===== src/rtl/ipc_pkg.sv =====
package ipc_pkg;

  // setup progress after a start word
  typedef enum logic [1:0] {
    CFG_RUN  = 2'd0,
    CFG_BASE = 2'd1,
    CFG_CASC = 2'd2,
    CFG_MODE = 2'd3
  } cfg_state_e;

  // operation field, bits 7:5 of an address-0 command with bits 4:3 clear
  localparam logic [2:0] CMD_NS_EOI  = 3'b001;
  localparam logic [2:0] CMD_SP_EOI  = 3'b011;
  localparam logic [2:0] CMD_ROT_NS  = 3'b101;
  localparam logic [2:0] CMD_SET_LOW = 3'b110;
  localparam logic [2:0] CMD_ROT_SP  = 3'b111;

endpackage


===== src/rtl/ipc_req_edge.sv =====
module ipc_req_edge #(
  parameter int N = 8
) (
  input  logic         clk,
  input  logic         rst_n,
  input  logic [N-1:0] req,
  input  logic [N-1:0] grant,
  output logic [N-1:0] irr
);

  logic [N-1:0] req_d;

  always_ff @(posedge clk or negedge rst_n) begin
    if (!rst_n) begin
      req_d <= '0;
      irr   <= '0;
    end else begin
      req_d <= req;
      irr   <= ((irr & req) | (req & ~req_d)) & ~grant;
    end
  end


  irr_rise_chk: assert property (@(posedge clk) disable iff (!rst_n)
    ((irr & ~$past(irr) & ~$past(req)) == '0));


  irr_grant_chk: assert property (@(posedge clk) disable iff (!rst_n)
    (grant != '0) |=> ((irr & $past(grant)) == '0));

endmodule


===== src/rtl/ipc_prio_pick.sv =====
module ipc_prio_pick #(
  parameter int N = 8,
  localparam int LW = $clog2(N)
) (
  input  logic [N-1:0]  vec,
  input  logic [LW-1:0] lowest,
  output logic          hit,
  output logic [LW-1:0] lvl
);

  // scan from least to most urgent so the most urgent hit is kept last
  logic [LW-1:0] ix;

  always_comb begin
    hit = 1'b0;
    lvl = '0;
    ix  = '0;
    for (int k = N - 1; k >= 0; k--) begin
      ix = lowest + LW'(k + 1);
      if (vec[ix]) begin
        hit = 1'b1;
        lvl = ix;
      end
    end
  end

endmodule


===== src/rtl/irq_poll_ctrl.sv =====
module irq_poll_ctrl
  import ipc_pkg::*;
#(
  parameter int N = 8
) (
  input  logic         clk,
  input  logic         rst_n,
  input  logic [N-1:0] irq_req,
  input  logic         wr_en,
  input  logic         rd_en,
  input  logic         addr,
  input  logic [7:0]   wdata,
  output logic [7:0]   rdata,
  output logic         irq_out,
  output logic [7:0]   vec_base,
  output logic [7:0]   casc_cfg
);

  localparam int LW = $clog2(N);
  localparam int NP = 3;           // candidate, blocking, in-service picks
  localparam int ZW = 8 - 1 - LW;  // zero field in the poll byte

  cfg_state_e    cfg_st;
  logic          need_mode;
  logic [N-1:0]  mask, isr, irr, isr_clr, grant;
  logic [LW-1:0] lowest, low_nxt;
  logic          smm, rd_isr, poll_arm, irq_q;

  // strobe decode
  logic wr0, wr1, rd0, is_icw1, is_ocw2, is_ocw3, poll_take;
  assign wr0       = wr_en & ~addr;
  assign wr1       = wr_en & addr;
  assign rd0       = rd_en & ~addr;
  assign is_icw1   = wr0 & wdata[4];
  assign is_ocw2   = wr0 & ~wdata[4] & ~wdata[3];
  assign is_ocw3   = wr0 & ~wdata[4] & wdata[3];
  assign poll_take = rd0 & poll_arm;

  ipc_req_edge #(.N(N)) u_edge (
    .clk(clk), .rst_n(rst_n), .req(irq_req), .grant(grant), .irr(irr)
  );

  // priority picks over three vectors
  logic [N-1:0]  pick_vec [NP];
  logic          pick_hit [NP];
  logic [LW-1:0] pick_lvl [NP];

  assign pick_vec[0] = irr & ~mask;
  assign pick_vec[1] = smm ? (isr & ~mask) : isr;
  assign pick_vec[2] = isr;

  for (genvar g = 0; g < NP; g++) begin : g_pick
    ipc_prio_pick #(.N(N)) u_pick (
      .vec(pick_vec[g]), .lowest(lowest), .hit(pick_hit[g]), .lvl(pick_lvl[g])
    );
  end

  logic [LW-1:0] rank_c, rank_s;
  logic          win_v;
  assign rank_c = pick_lvl[0] - lowest - LW'(1);
  assign rank_s = pick_lvl[1] - lowest - LW'(1);
  assign win_v  = pick_hit[0] & (~pick_hit[1] | (rank_c < rank_s));
  assign grant  = (poll_take & win_v) ? (N'(1) << pick_lvl[0]) : '0;

  // in-service clears and priority base
  always_comb begin
    isr_clr = '0;
    low_nxt = lowest;
    if (is_icw1) begin
      isr_clr = '1;
      low_nxt = LW'(N - 1);
    end else if (is_ocw2) begin
      case (wdata[7:5])
        CMD_NS_EOI:  if (pick_hit[2]) isr_clr[pick_lvl[2]] = 1'b1;
        CMD_ROT_NS:  if (pick_hit[2]) begin
                       isr_clr[pick_lvl[2]] = 1'b1;
                       low_nxt = pick_lvl[2];
                     end
        CMD_SP_EOI:  isr_clr[wdata[LW-1:0]] = 1'b1;
        CMD_ROT_SP:  begin
                       isr_clr[wdata[LW-1:0]] = 1'b1;
                       low_nxt = wdata[LW-1:0];
                     end
        CMD_SET_LOW: low_nxt = wdata[LW-1:0];
        default: ;
      endcase
    end
  end

  always_ff @(posedge clk or negedge rst_n) begin
    if (!rst_n) begin
      cfg_st    <= CFG_RUN;
      need_mode <= 1'b0;
      mask      <= '1;
      isr       <= '0;
      lowest    <= LW'(N - 1);
      smm       <= 1'b0;
      rd_isr    <= 1'b0;
      poll_arm  <= 1'b0;
      irq_q     <= 1'b0;
      vec_base  <= '0;
      casc_cfg  <= '0;
    end else begin
      isr    <= (isr & ~isr_clr) | grant;
      lowest <= low_nxt;
      irq_q  <= poll_take ? 1'b0 : (irq_q | win_v);
      if (poll_take) poll_arm <= 1'b0;
      if (is_icw1) begin
        cfg_st    <= CFG_BASE;
        need_mode <= wdata[0];
        mask      <= '0;
        smm       <= 1'b0;
        rd_isr    <= 1'b0;
        poll_arm  <= 1'b0;
      end
      if (is_ocw3) begin
        if (wdata[2]) poll_arm <= 1'b1;
        if (wdata[1]) rd_isr   <= wdata[0];
        if (wdata[6]) smm      <= wdata[5];
      end
      if (wr1) begin
        case (cfg_st)
          CFG_BASE: begin
            vec_base <= wdata;
            cfg_st   <= CFG_CASC;
          end
          CFG_CASC: begin
            casc_cfg <= wdata;
            cfg_st   <= need_mode ? CFG_MODE : CFG_RUN;
          end
          CFG_MODE: cfg_st <= CFG_RUN;
          default:  mask   <= wdata[N-1:0];
        endcase
      end
    end
  end

  // read path
  logic [7:0] poll_byte;
  always_comb begin
    if (win_v)      poll_byte = {1'b1, {ZW{1'b0}}, pick_lvl[0]};
    else if (irq_q) poll_byte = {1'b1, {ZW{1'b0}}, {LW{1'b1}}};
    else            poll_byte = '0;
    if (addr)          rdata = 8'(mask);
    else if (poll_arm) rdata = poll_byte;
    else if (rd_isr)   rdata = 8'(isr);
    else               rdata = 8'(irr);
  end

  assign irq_out = irq_q;


  start_clears_mask_chk: assert property (@(posedge clk) disable iff (!rst_n)
    is_icw1 |=> (mask == '0 && isr == '0));


  irq_hold_chk: assert property (@(posedge clk) disable iff (!rst_n)
    (irq_out && !poll_take) |=> irq_out);


  spur_isr_stable_chk: assert property (@(posedge clk) disable iff (!rst_n)
    (poll_take && !win_v && !wr_en) |=> (isr == $past(isr)));


  ns_eoi_one_chk: assert property (@(posedge clk) disable iff (!rst_n)
    (is_ocw2 && wdata[7:5] == CMD_NS_EOI && isr != '0 && !poll_take)
      |=> ($countones(isr) + 1 == $countones($past(isr))));


  grant_onehot_chk: assert property (@(posedge clk) disable iff (!rst_n)
    $onehot0(grant));

endmodule


===== config.mk =====
export PLATFORM = sky130hd
export DESIGN_NAME = irq_poll_ctrl
export DESIGN_NICKNAME = d
export VERILOG_FILES = /design/src/rtl/ipc_pkg.sv /design/src/rtl/ipc_req_edge.sv /design/src/rtl/ipc_prio_pick.sv /design/src/rtl/irq_poll_ctrl.sv
export SDC_FILE = /design/constraint.sdc
export NUM_CORES = 1
export LEC_CHECK = 0
export BUFFER_PORTS_ARGS = -buffer_cell sky130_fd_sc_hd__buf_4
export CORE_ASPECT_RATIO = 0.75
export CORE_MARGIN = 5
export CORE_UTILIZATION = 40
export CTS_CLUSTER_SIZE = 10
export DETAILED_ROUTE_END_ITERATION = 6
export MAX_ROUTING_LAYER = met4
export PLACE_DENSITY = 0.61
export REMOVE_ABC_BUFFERS = 1
export SYNTH_ARGS = -nofsm -noshare
export SYNTH_HDL_FRONTEND = slang
export SYNTH_HIERARCHICAL = 1
export SYNTH_SLANG_ARGS = --single-unit
export TNS_END_PERCENT = 1

===== constraint.sdc =====
create_clock -name clk -period 12.2 [get_ports clk]
set_clock_uncertainty 0.05 [all_clocks]
set_input_delay 1.22 -clock clk [delete_from_list [all_inputs] [get_ports clk]]
set_output_delay 1.22 -clock clk [all_outputs]
set_load 0.005 [all_outputs]

== Word level (Yosys, flattened, before mapping) ==
Index checks and enable logic that the tools add are counted.
Word-level totals
  output and inout bits: 25
  logic and storage cells: 219
  bits in registers: 58
  bits of input ports: 21
Cells by class
  equal/unequal tests: 9
  shifts and indexed selects: 1
  reductions and logical operators: 11
  order comparisons: 13
  multiplexer cells: 133
  bitwise gates (word level): 28
  add/sub/neg operators: 11
Operators by type and width (number)
  2-to-1 mux 8 bit: 13
  2-to-1 mux 3 bit: 27
  binary-select mux 1 bit (select 3 bit): 24
  2-to-1 mux 1 bit: 61
  bitwise AND 8 bit: 6
  < comparator 3 x 4 -> 1 bit, second input constant: 10
  inverter 8 bit: 4
  OR 8 bit: 2
  one-hot mux 8 bit (2 select lines): 1
  adder 3 bit, second input constant: 4
  bitwise AND 1 bit: 10
  == test 3 bit, second input constant: 3
  left shift 1 x 3 -> 8 bit, first input constant: 1
  adder 3 x 2 -> 3 bit, second input constant: 2
  demux 1 bit (select 3 bit): 2
  greater-or-equal comparator 3 x 1 -> 1 bit, second input constant: 2
  2-to-1 mux 2 bit: 3
  one-hot mux 2 bit (3 select lines): 1
  one-hot mux 3 bit (2 select lines): 1
  OR reduction 2 bit: 3
  subtractor 3 x 1 -> 3 bit, second input constant: 2
  subtractor 3 bit: 2
  == test 2 bit, second input constant: 2
  inverter 1 bit: 4
  13 further kinds: 16

== Logic depth before layout (Yosys ltp) ==
Gate-level depths: netlist of run 1.
  word-level depth: 22
  depth in mapped cells: 21
  gate-level depth less buffers: 18

== By module ==
The synthesis of run 1 kept the hierarchy.
Modules (own cells, without submodules)
  irq_poll_ctrl: area each 2618.8 µm², cells an instance 279, sequential area each 1064.8 µm², instances 1
  ipc_prio_pick: area each 674.4 µm², cells an instance 77, sequential area each 0.0 µm², instances 3
  ipc_req_edge: area each 610.6 µm², cells an instance 32, sequential area each 400.4 µm², instances 1

== Worst setup path before layout of run 1 ==
Ideal clock, no wire load.
  path kind: flip-flop to output port
  start: register lowest[1]
  end: output port rdata[7]
  required time: 10930 ps
  path buffers: 2
  setup slack: 6225 ps
  stages on the path, launching flop included: 18
  data arrival time: 4705 ps
  path through: dfstp_2 -> clkbuf_1 -> inv_1 -> ha_1 -> buf_6 -> mux4_2 -> mux2_4 -> or3_1 -> o311ai_1 -> a31oi_1 -> ha_1 -> inv_1 -> fa_1 -> ha_1 -> or2b_1 -> a211o_1 -> a41o_1 -> o21ai_1
RTL lines
  from (decl): line irq_poll_ctrl.sv:26  | logic [LW-1:0] lowest, low_nxt;
  from (signal assigned): line irq_poll_ctrl.sv:96  | lowest <= LW'(N - 1);
  from (signal assigned): line irq_poll_ctrl.sv:105  | lowest <= low_nxt;
  to (decl): line irq_poll_ctrl.sv:13  | output logic [7:0] rdata,

==> results of run 1 <==
[cells by family after synthesis]
| family | count (synthesis) | synth area share (%) |
|---|---|---|
| compound gates | 141 | 18.4 |
| xor+xnor | 13 | 2.17 |
| fa+ha+maj | 12 | 3.14 |
| buf+inv | 56 | 5.65 |
| flops | 58 | 27.9 |
| mux | 83 | 22.7 |
| simple gates | 179 | 20.0 |
[flip-flops by register name, summed over array words and instances, names as in the netlist]
name / cells
casc_cfg: 8
cfg_st: 2
irq_out: 1
isr: 8
lowest: 3
mask: 8
need_mode: 1
poll_arm: 1
rd_isr: 1
smm: 1
u_edge/irr: 8
u_edge/req_d: 8
vec_base: 8
[cell type report]
class                           count  area, um^2  area share [%]
Clock buffer                       11         253            4.25
Sequential cell                    58        1470            24.7
Clock inverter                      5        52.6           0.885
Timing Repair Buffer               49         368            6.19
Inverter                           26        97.6            1.64
Multi-Input combinational cell    428        3490            58.8
Tap cell                          171         214            3.60
[per-layer routing]
| metal | share of wire (%) | wire (um) | global-route usage, % |
|---|---|---|---|
| met2 | 44 | 6370 | 28.5 |
| met4 | 1.0 | 151 | 4.55 |
| met3 | 8.3 | 1210 | 5.04 |
| met1 | 47 | 6750 | 29.6 |
| met5 | 0 | 0 | - |
[worst register-to-register path: stages, from the launching register on]
cell and delay (ns):
dfstp_2 0.51, buf_4 0.50, inv_1 0.12, ha_1 0.51, mux4_2 0.60, mux2_2 0.32, a21oi_1 0.12, o21ai_0 0.09
a31oi_1 0.70, ha_1 0.28, inv_1 0.05, fa_1 0.37, xnor2_1 0.15, xnor2_1 0.13, ha_1 0.28, o21ai_0 0.27
and2_1 0.25, o21ai_2 0.15, nor3_1 0.33, nor3b_2 0.08
[report_power, final]
part	internal, W	total [W]	switching, W
Clock	0.000168	0.000255	0.0000870
Combinational	0.000262	0.000596	0.000334
Sequential	0.000243	0.000291	0.0000481
[Yosys cell counts (all sizes together), types with 11 or more instances]
library cell   n  share of area, %
nand2         57               4.1
dfrtp         47                22
mux2          41               9.0
o21ai         39               3.8
inv           26               1.9
mux4          24                10
a21oi         20               2.0
nor2b         20               3.5
buf           19               3.0
nor2          19               1.4
mux2i         18               3.4
nand3         16               1.8
nor3          15               1.4
a211oi        12               2.0
clkbuf        11              0.79
dfstp         11               5.5
nor3b         11               2.3
[through the flow]
| step | power, W | worst slack, ns | hold WS [ns] | utilization [%] |
|---|---|---|---|---|
| floorplan | 0.000698 | 5.77 | 0.417 | - |
| global placement | 0.000875 | 5.26 | 0.421 | 43.6 |
| detailed placement | 0.000888 | 5.12 | 0.429 | 43.6 |
| CTS | 0.00115 | 4.74 | 0.443 | 46.0 |
| global route | 0.00123 | 4.31 | 0.467 | 46.0 |
| finish | 0.00114 | 4.70 | 0.445 | 46.0 |
[worst paths after layout]
kind	from	endpoint	slack, ns	depth (start not counted)
worst min register to register	casc_cfg[4]	casc_cfg[4]	0.45	2
worst max-delay path	lowest[0]	rdata[2]	4.70	19
min in group asynchronous	rst_n	u_edge/req_d[4]	0.90	1
worst min-delay path	casc_cfg[4]	casc_cfg[4]	0.45	2
max in group asynchronous	rst_n	vec_base[1]	10.71	1
worst max register to register	lowest[0]	u_edge/irr[6]	6.19	19
==> metrics.md, run 1 <==
| Metric | Value |
|---|---|
| EDFF count, synth | 0 |
| Slew HR | 38.7% |
| Area post-placement | 5640 um^2 |
| Unrepaired setup endpoints after global routing | no |
| Initial DRT Pass Iterations | 5 |
| Diodes inserted | 0 |
| CTS Buf Count | 9 |
| Worst vdd ir | 0.0908 mV |
| Die Area | 15500 um^2 |
| Cells after synthesis | 542 |
| Port buffer count | 45 |
| Cell mode on critical path | ha_1 |
| Crit path max-delay cell type | a31oi_1 |
| Crit path max fanout | 47 |
| Minimum clock period | 7.50 ns |
| Worst-path cell chain | buf_4 > inv_1 > ha_1 > mux4_2 > mux2_2 > a21oi_1 > o21ai_0 > a31oi_1 > ha_1 > inv_1 > fa_1 > xnor2_1 > xnor2_1 > ha_1 > o21ai_0 > and2_1 > o21ai_2 > a31oi_1 > buf_4 |
| Arrival time of the worst setup path | 6.23 ns |
| Critical path class | reg -> out |
| # IOs | 46 |
| MaxCap Viol Count | 0 |
| Drt drc | 0 |
| Pwr Density | 192 nW/um^2 |
| Commonest non-fill, non-tap cell in the layout | nand2_1 |
| CP Capture Type | primary output |
| Rows | 36 |
| WP data required | 10.93 ns |
| Share of cells above drive strength 1 | 30.5% |
| Final setup fails | 0 |
| Max Buffers Root-to-Sink | 2 |
| Clock insertion delay at the later pin of the skew report | 0.33 ns |
| CTS tree | yes |
| Post-DR vias/cell | 6.02 |
| Kind of cell adding the most delay to the critical path | compound AO/OA/AOI/OAI gates |
| Yosys cell types | 62 |
| Fill count | 1209 |
| First-pass GRT wire length | 23800 um |
| Synth warn | 6 |
| Worst Max-Slew Pin Slew | 0.917 ns |
| Final TNS setup | 0 ns |
| Pins Over Slew Limit | 0 |
| GRT Residual Overflow | 0 |
| Die H | 109 um |
| P_leak | 2.46 nW |
| Core area | 12900 um^2 |
| Detailed Route Iter0 Violations | 345 |
| CP Buf/Inv Count | 4 |
| Routability congestion estimate | 0.934 |
| H-tree Lvls | 3 |
| Ys flop type | dfrtp_1 |
| Global Route Usage Sum | 20.3% |
| Max frequency | 133 MHz |
| Sequential share of the synthesized area | 27.9% |
| Asr flop ratio synth | 100% |
| Most frequent cells in the layout | 57 x nand2_1, 49 x buf_4, 47 x dfrtp_1 |
| Die W | 142 um |
| Cell area after layout | 5940 um^2 |
| Routed vias | 4505 |
| Clock Pin Slew Worst Setup and Hold Paths | 0.06 ns |
| Setup Buffers After CTS | 0 |
| Root buf cell | clkbuf_16 |
| Pin count of the biggest net entering global routing | 59 |
| Initial antenna violation count | 0 |
| Wire per inst | 19.4 um |
| Hold Buf Count CTS | 0 |
| Sink Count | 58 |
| Number of global-route vias before repair | 4367 |
| Yosys reg bits | 58 |
| HP Class | reg -> reg |
| Outcome | finished, final reports clean |
| Nets | 605 |
| CTS resizes | 0 |
| Post-synthesis cell area | 5250 um^2 |
| Area delta synth->final | 13.1% |
| Startpoint Class | flip-flop |
| Post-Place Cells | 732 |
| CP peak stage delay | 0.70 ns |
| Fin cells | 748 |
| Fin. Hold Viols | 0 |
| HPWL after DPL | 10900 um |
| Mean Syn Cell Area | 9.69 um^2 |
| Post-route clock period utilization | 61.5% |
| Detail Route Antenna Nets | 0 |
| Drt total wl | 14500 um |
| Initial core utilization | 40.6% |
Note: power is estimated with default switching activity, not from simulation.
==> run 2: changes to the inputs <==
--- a/config.mk
+++ b/config.mk
@@ -5,6 +5,7 @@
 export SDC_FILE = /design/constraint.sdc
 export NUM_CORES = 1
 export LEC_CHECK = 0
+export ABC_AREA = 1
 export BUFFER_PORTS_ARGS = -buffer_cell sky130_fd_sc_hd__buf_4
 export CORE_ASPECT_RATIO = 0.75
 export CORE_MARGIN = 5
@@ -12,7 +13,7 @@
 export CTS_CLUSTER_SIZE = 10
 export DETAILED_ROUTE_END_ITERATION = 6
 export MAX_ROUTING_LAYER = met4
-export PLACE_DENSITY = 0.61
+export PLACE_DENSITY = 0.64
 export REMOVE_ABC_BUFFERS = 1
 export SYNTH_ARGS = -nofsm -noshare
 export SYNTH_HDL_FRONTEND = slang
==> constraint.sdc (replaced) <==
create_clock -name clk -period 6.7 [get_ports clk]
set_clock_uncertainty 0.05 [all_clocks]
set_input_delay 0.67 -clock clk [delete_from_list [all_inputs] [get_ports clk]]
set_output_delay 0.67 -clock clk [all_outputs]
set_load 0.005 [all_outputs]
==> run 2 against run 1 <==
- non-clock buffer count shrank 2
- first-iteration DRC count grew 27%
- cell area shrank 1.3%
- critical path depth grew 7
- clock-buffer cell count grew 1
- sequential share of layout area grew 0.32 points
- synthesized cell count grew 39%
- sequential cell count is the same
- worst hold slack lost 0.10 ns
- core utilization grew 1.4 points
- via count grew 11%
- critical endpoint is now rdata[1]
- largest cell class unchanged
==> metrics.md, run 2 <==
| Metric | Value |
|---|---|
| Yosys cell types | 41 (was 62) |
| Met3 WL | 1060 um (was 1210 um) |
| XOR/XNOR Fraction of Synth Area | 4.14% (was 2.17%) |
| Number of global-route vias before repair | 4528 (was 4367) |
| Hold Buf Count CTS | 0 (unchanged) |
| Core area | 12400 um^2 (was 12900 um^2) |
| Top post-synthesis cells by count | 213 x nand2_1, 111 x nand3_1, 78 x inv_1 (was 57 x nand2_1, 47 x dfrtp_1, 38 x mux2_2) |
| Initial DRT Pass Iterations | 5 (unchanged) |
| Post-synthesis cell area | 5110 um^2 (was 5250 um^2) |
| Slew HR | 42.7% (was 38.7%) |
| M1 wire length | 7440 um (was 6750 um) |
| Minimum clock period | 5.52 ns |
| Die W | 140 um (was 142 um) |
| Global Route Usage Sum | 19.6% (was 20.3%) |
| HP Class | in -> async (was reg -> reg) |
| Post-Synth Adder-Cell Area | 3.23% (was 3.14%) |
| Pins Over Slew Limit | 0 (unchanged) |
| Drt drc | 0 (unchanged) |
| WP data required | 5.98 ns (was 10.93 ns) |
| Startpoint Class | flip-flop (unchanged) |
| Multi-input gate area | 3090 um^2 (was 3490 um^2) |
| Utilization after layout | 47.3% (was 46.0%) |
| WL met2 | 5480 um (was 6370 um) |
| # IOs | 46 (unchanged) |
| Synth top area share | 23.0% (was 22.4%) |
| Synth warn | 6 (unchanged) |
| CTS resizes | 0 (unchanged) |
| Cell mode on critical path | nand2_1 (was ha_1) |
| Die Area | 15100 um^2 (was 15500 um^2) |
| Top-count cell post-synth | nand2_1 (unchanged) |
| EDFF count, synth | 0 (unchanged) |
| Share of cells above drive strength 1 | 17.3% (was 30.5%) |
| Area delta synth->final | 14.9% (was 13.1%) |
| Clock insertion delay at the later pin of the skew report | 0.33 ns (about the same) |
| Worst Max-Slew Pin Slew | 0.860 ns (was 0.917 ns) |
| Cells after synthesis | 752 (was 542) |
| Highest Signal Layer | met4 (unchanged) |
| Fill count | 1259 (was 1209) |
| CTS tree | yes (unchanged) |
| Post-synth top area cell | dfrtp_1 (unchanged) |
| Most frequent cells in the layout | 213 x nand2_1, 111 x nand3_1, 78 x inv_1 (was 57 x nand2_1, 49 x buf_4, 47 x dfrtp_1) |
| H-tree Lvls | 3 (unchanged) |
| Setup Buffers After CTS | 0 (unchanged) |
| Final setup fails | 0 (unchanged) |
| Die H | 108 um (was 109 um) |
| Wire per inst | 14.7 um (was 19.4 um) |
| Outcome | finished, final reports clean (unchanged) |
| Detailed Route Iter0 Violations | 439 (was 345) |
| MaxCap Viol Count | 0 (unchanged) |
| Nets | 827 (was 605) |
| Sink Count | 58 (unchanged) |
| Area post-placement | 5510 um^2 (was 5640 um^2) |
| Largest family of logic cells by synthesized area | simple AND/OR/NAND/NOR gates (was multiplexers) |
| Post-DR vias/cell | 5.16 (was 6.02) |
| GRT Residual Overflow | 0 (unchanged) |
| Drt total wl | 14100 um (was 14500 um) |
| CP peak stage delay | 0.84 ns (was 0.70 ns) |
| Post-synthesis compound-gate area fraction | 13.0% (was 18.4%) |
| Synth Area in Simple Gates | 40.2% (was 20.0%) |
| Crit path max fanout | 20 (was 47) |
| Top cells by area, synth | dfrtp_1 23%, nand2_1 16%, nand3_1 11%, inv_1 5.7%, dfstp_2 5.7% (was dfrtp_1 22%, mux4_2 10%, mux2_2 8.1%, dfstp_2 5.5%, nand2_1 4.1%) |
| Sequential share of the synthesized area | 28.7% (was 27.9%) |
| Post-route clock period utilization | 82.4% |
| CTS Buf Count | 9 (unchanged) |
| Fin. Hold Viols | 0 (unchanged) |
| Clock Pin Slew Worst Setup and Hold Paths | 0.05 ns (was 0.06 ns) |
| CP Capture Type | primary output (unchanged) |
| Max frequency | 181 MHz |
| Max Buffers Root-to-Sink | 2 (unchanged) |
| Rows | 35 (was 36) |
| Final TNS setup | 0 ns (unchanged) |
| Cell area after layout | 5870 um^2 (was 5940 um^2) |
| Port buffer count | 45 (unchanged) |
| Worst hold slack | 0.342 ns (was 0.445 ns) |
| Ys flop type | dfrtp_1 (unchanged) |
| Critical path class | reg -> out (unchanged) |
| Commonest non-fill, non-tap cell in the layout | nand2_1 (unchanged) |
| Crit path max-delay cell type | dfstp_2 (was a31oi_1) |
| Diodes inserted | 0 (unchanged) |
| Unrepaired setup endpoints after global routing | no (unchanged) |
| Initial antenna violation count | 0 (unchanged) |
| Register area | 1470 um^2 (unchanged) |
| Initial core utilization | 41.2% (was 40.6%) |
| Arrival time of the worst setup path | 4.80 ns (was 6.23 ns) |
| Post-synthesis mux area share | 0% (was 22.7%) |
| First-pass GRT wire length | 23400 um (was 23800 um) |
| Mean Syn Cell Area | 6.79 um^2 (was 9.69 um^2) |
| HPWL after DPL | 11100 um (was 10900 um) |
| Root buf cell | clkbuf_16 (unchanged) |
| Routability congestion estimate | 0.974 (was 0.934) |
| Detail Route Antenna Nets | 0 (unchanged) |
| Routed vias | 4983 (was 4505) |
| Yosys reg bits | 58 (unchanged) |
| Asr flop ratio synth | 100% (unchanged) |
| Pin count of the biggest net entering global routing | 59 (unchanged) |
-- run 2: final timing paths --
path	startpoint	endpoint	slack (ns)	cells after the start
max	lowest[0]	rdata[1]	1.18	26
min	rst_n	u_edge/req_d[1]	0.34	1
max reg2reg	lowest[0]	u_edge/irr[5]	1.94	28
min reg2reg	vec_base[0]	vec_base[0]	0.43	2
max in group asynchronous	rst_n	isr[4]	5.77	1
min in group clk	irq_req[1]	u_edge/req_d[1]	0.41	1
-- run 2: logic make-up (layout without fill, tap and decap cells) --
family / after synthesis / after routing
compound gates: 114 / 114
xor+xnor: 19 / 19
fa+ha+maj: 12 / 12
buf+inv: 113 / 160
flops: 58 / 58
simple gates: 436 / 436
-- run 2: cell type report --
| class | instances | share of cell area [%] |
|---|---|---|
| clock buffer | 12 | 4.37 |
| sequential | 58 | 25.0 |
| timing repair buffer | 47 | 6.02 |
| clock inverter | 4 | 1.66 |
| multi-input combinational | 581 | 52.7 |
| tap | 166 | 3.54 |
| inverter | 97 | 6.74 |
-- run 2: worst max-delay path, delay by kind of cell, from the launching register on --
family | cells | cell delay (ns)
buffers and inverters | 4 | 0.40
AND/OR/NAND/NOR | 14 | 1.42
adder cells (fa/ha/maj) | 4 | 1.28
XOR/XNOR | 1 | 0.14
flip-flops | 1 | 0.84
AO/OA/AOI/OAI | 3 | 0.39
-- run 2: routing by layer --
| layer | track usage (%) | up-vias |
|---|---|---|
| li1 | - | 2548 |
| met1 | 30.2 | 2238 |
| met3 | 4.31 | 20 |
| met2 | 25.8 | 177 |
| met4 | 3.94 | 0 |
| met5 | - | - |
-- run 2: through the flow --
stage	setup WS [ns]	instances
2_1_floorplan	1.92	736
3_3_place_gp	1.63	949
5_1_grt	0.722	965
3_5_place_dp	1.54	949
4_1_cts	1.20	965
6_report	1.18	965
Power of run 2 is left out: the tool's default activity adds up to more than one toggle a clock period on the data nets, which glitch-free logic cannot reach.
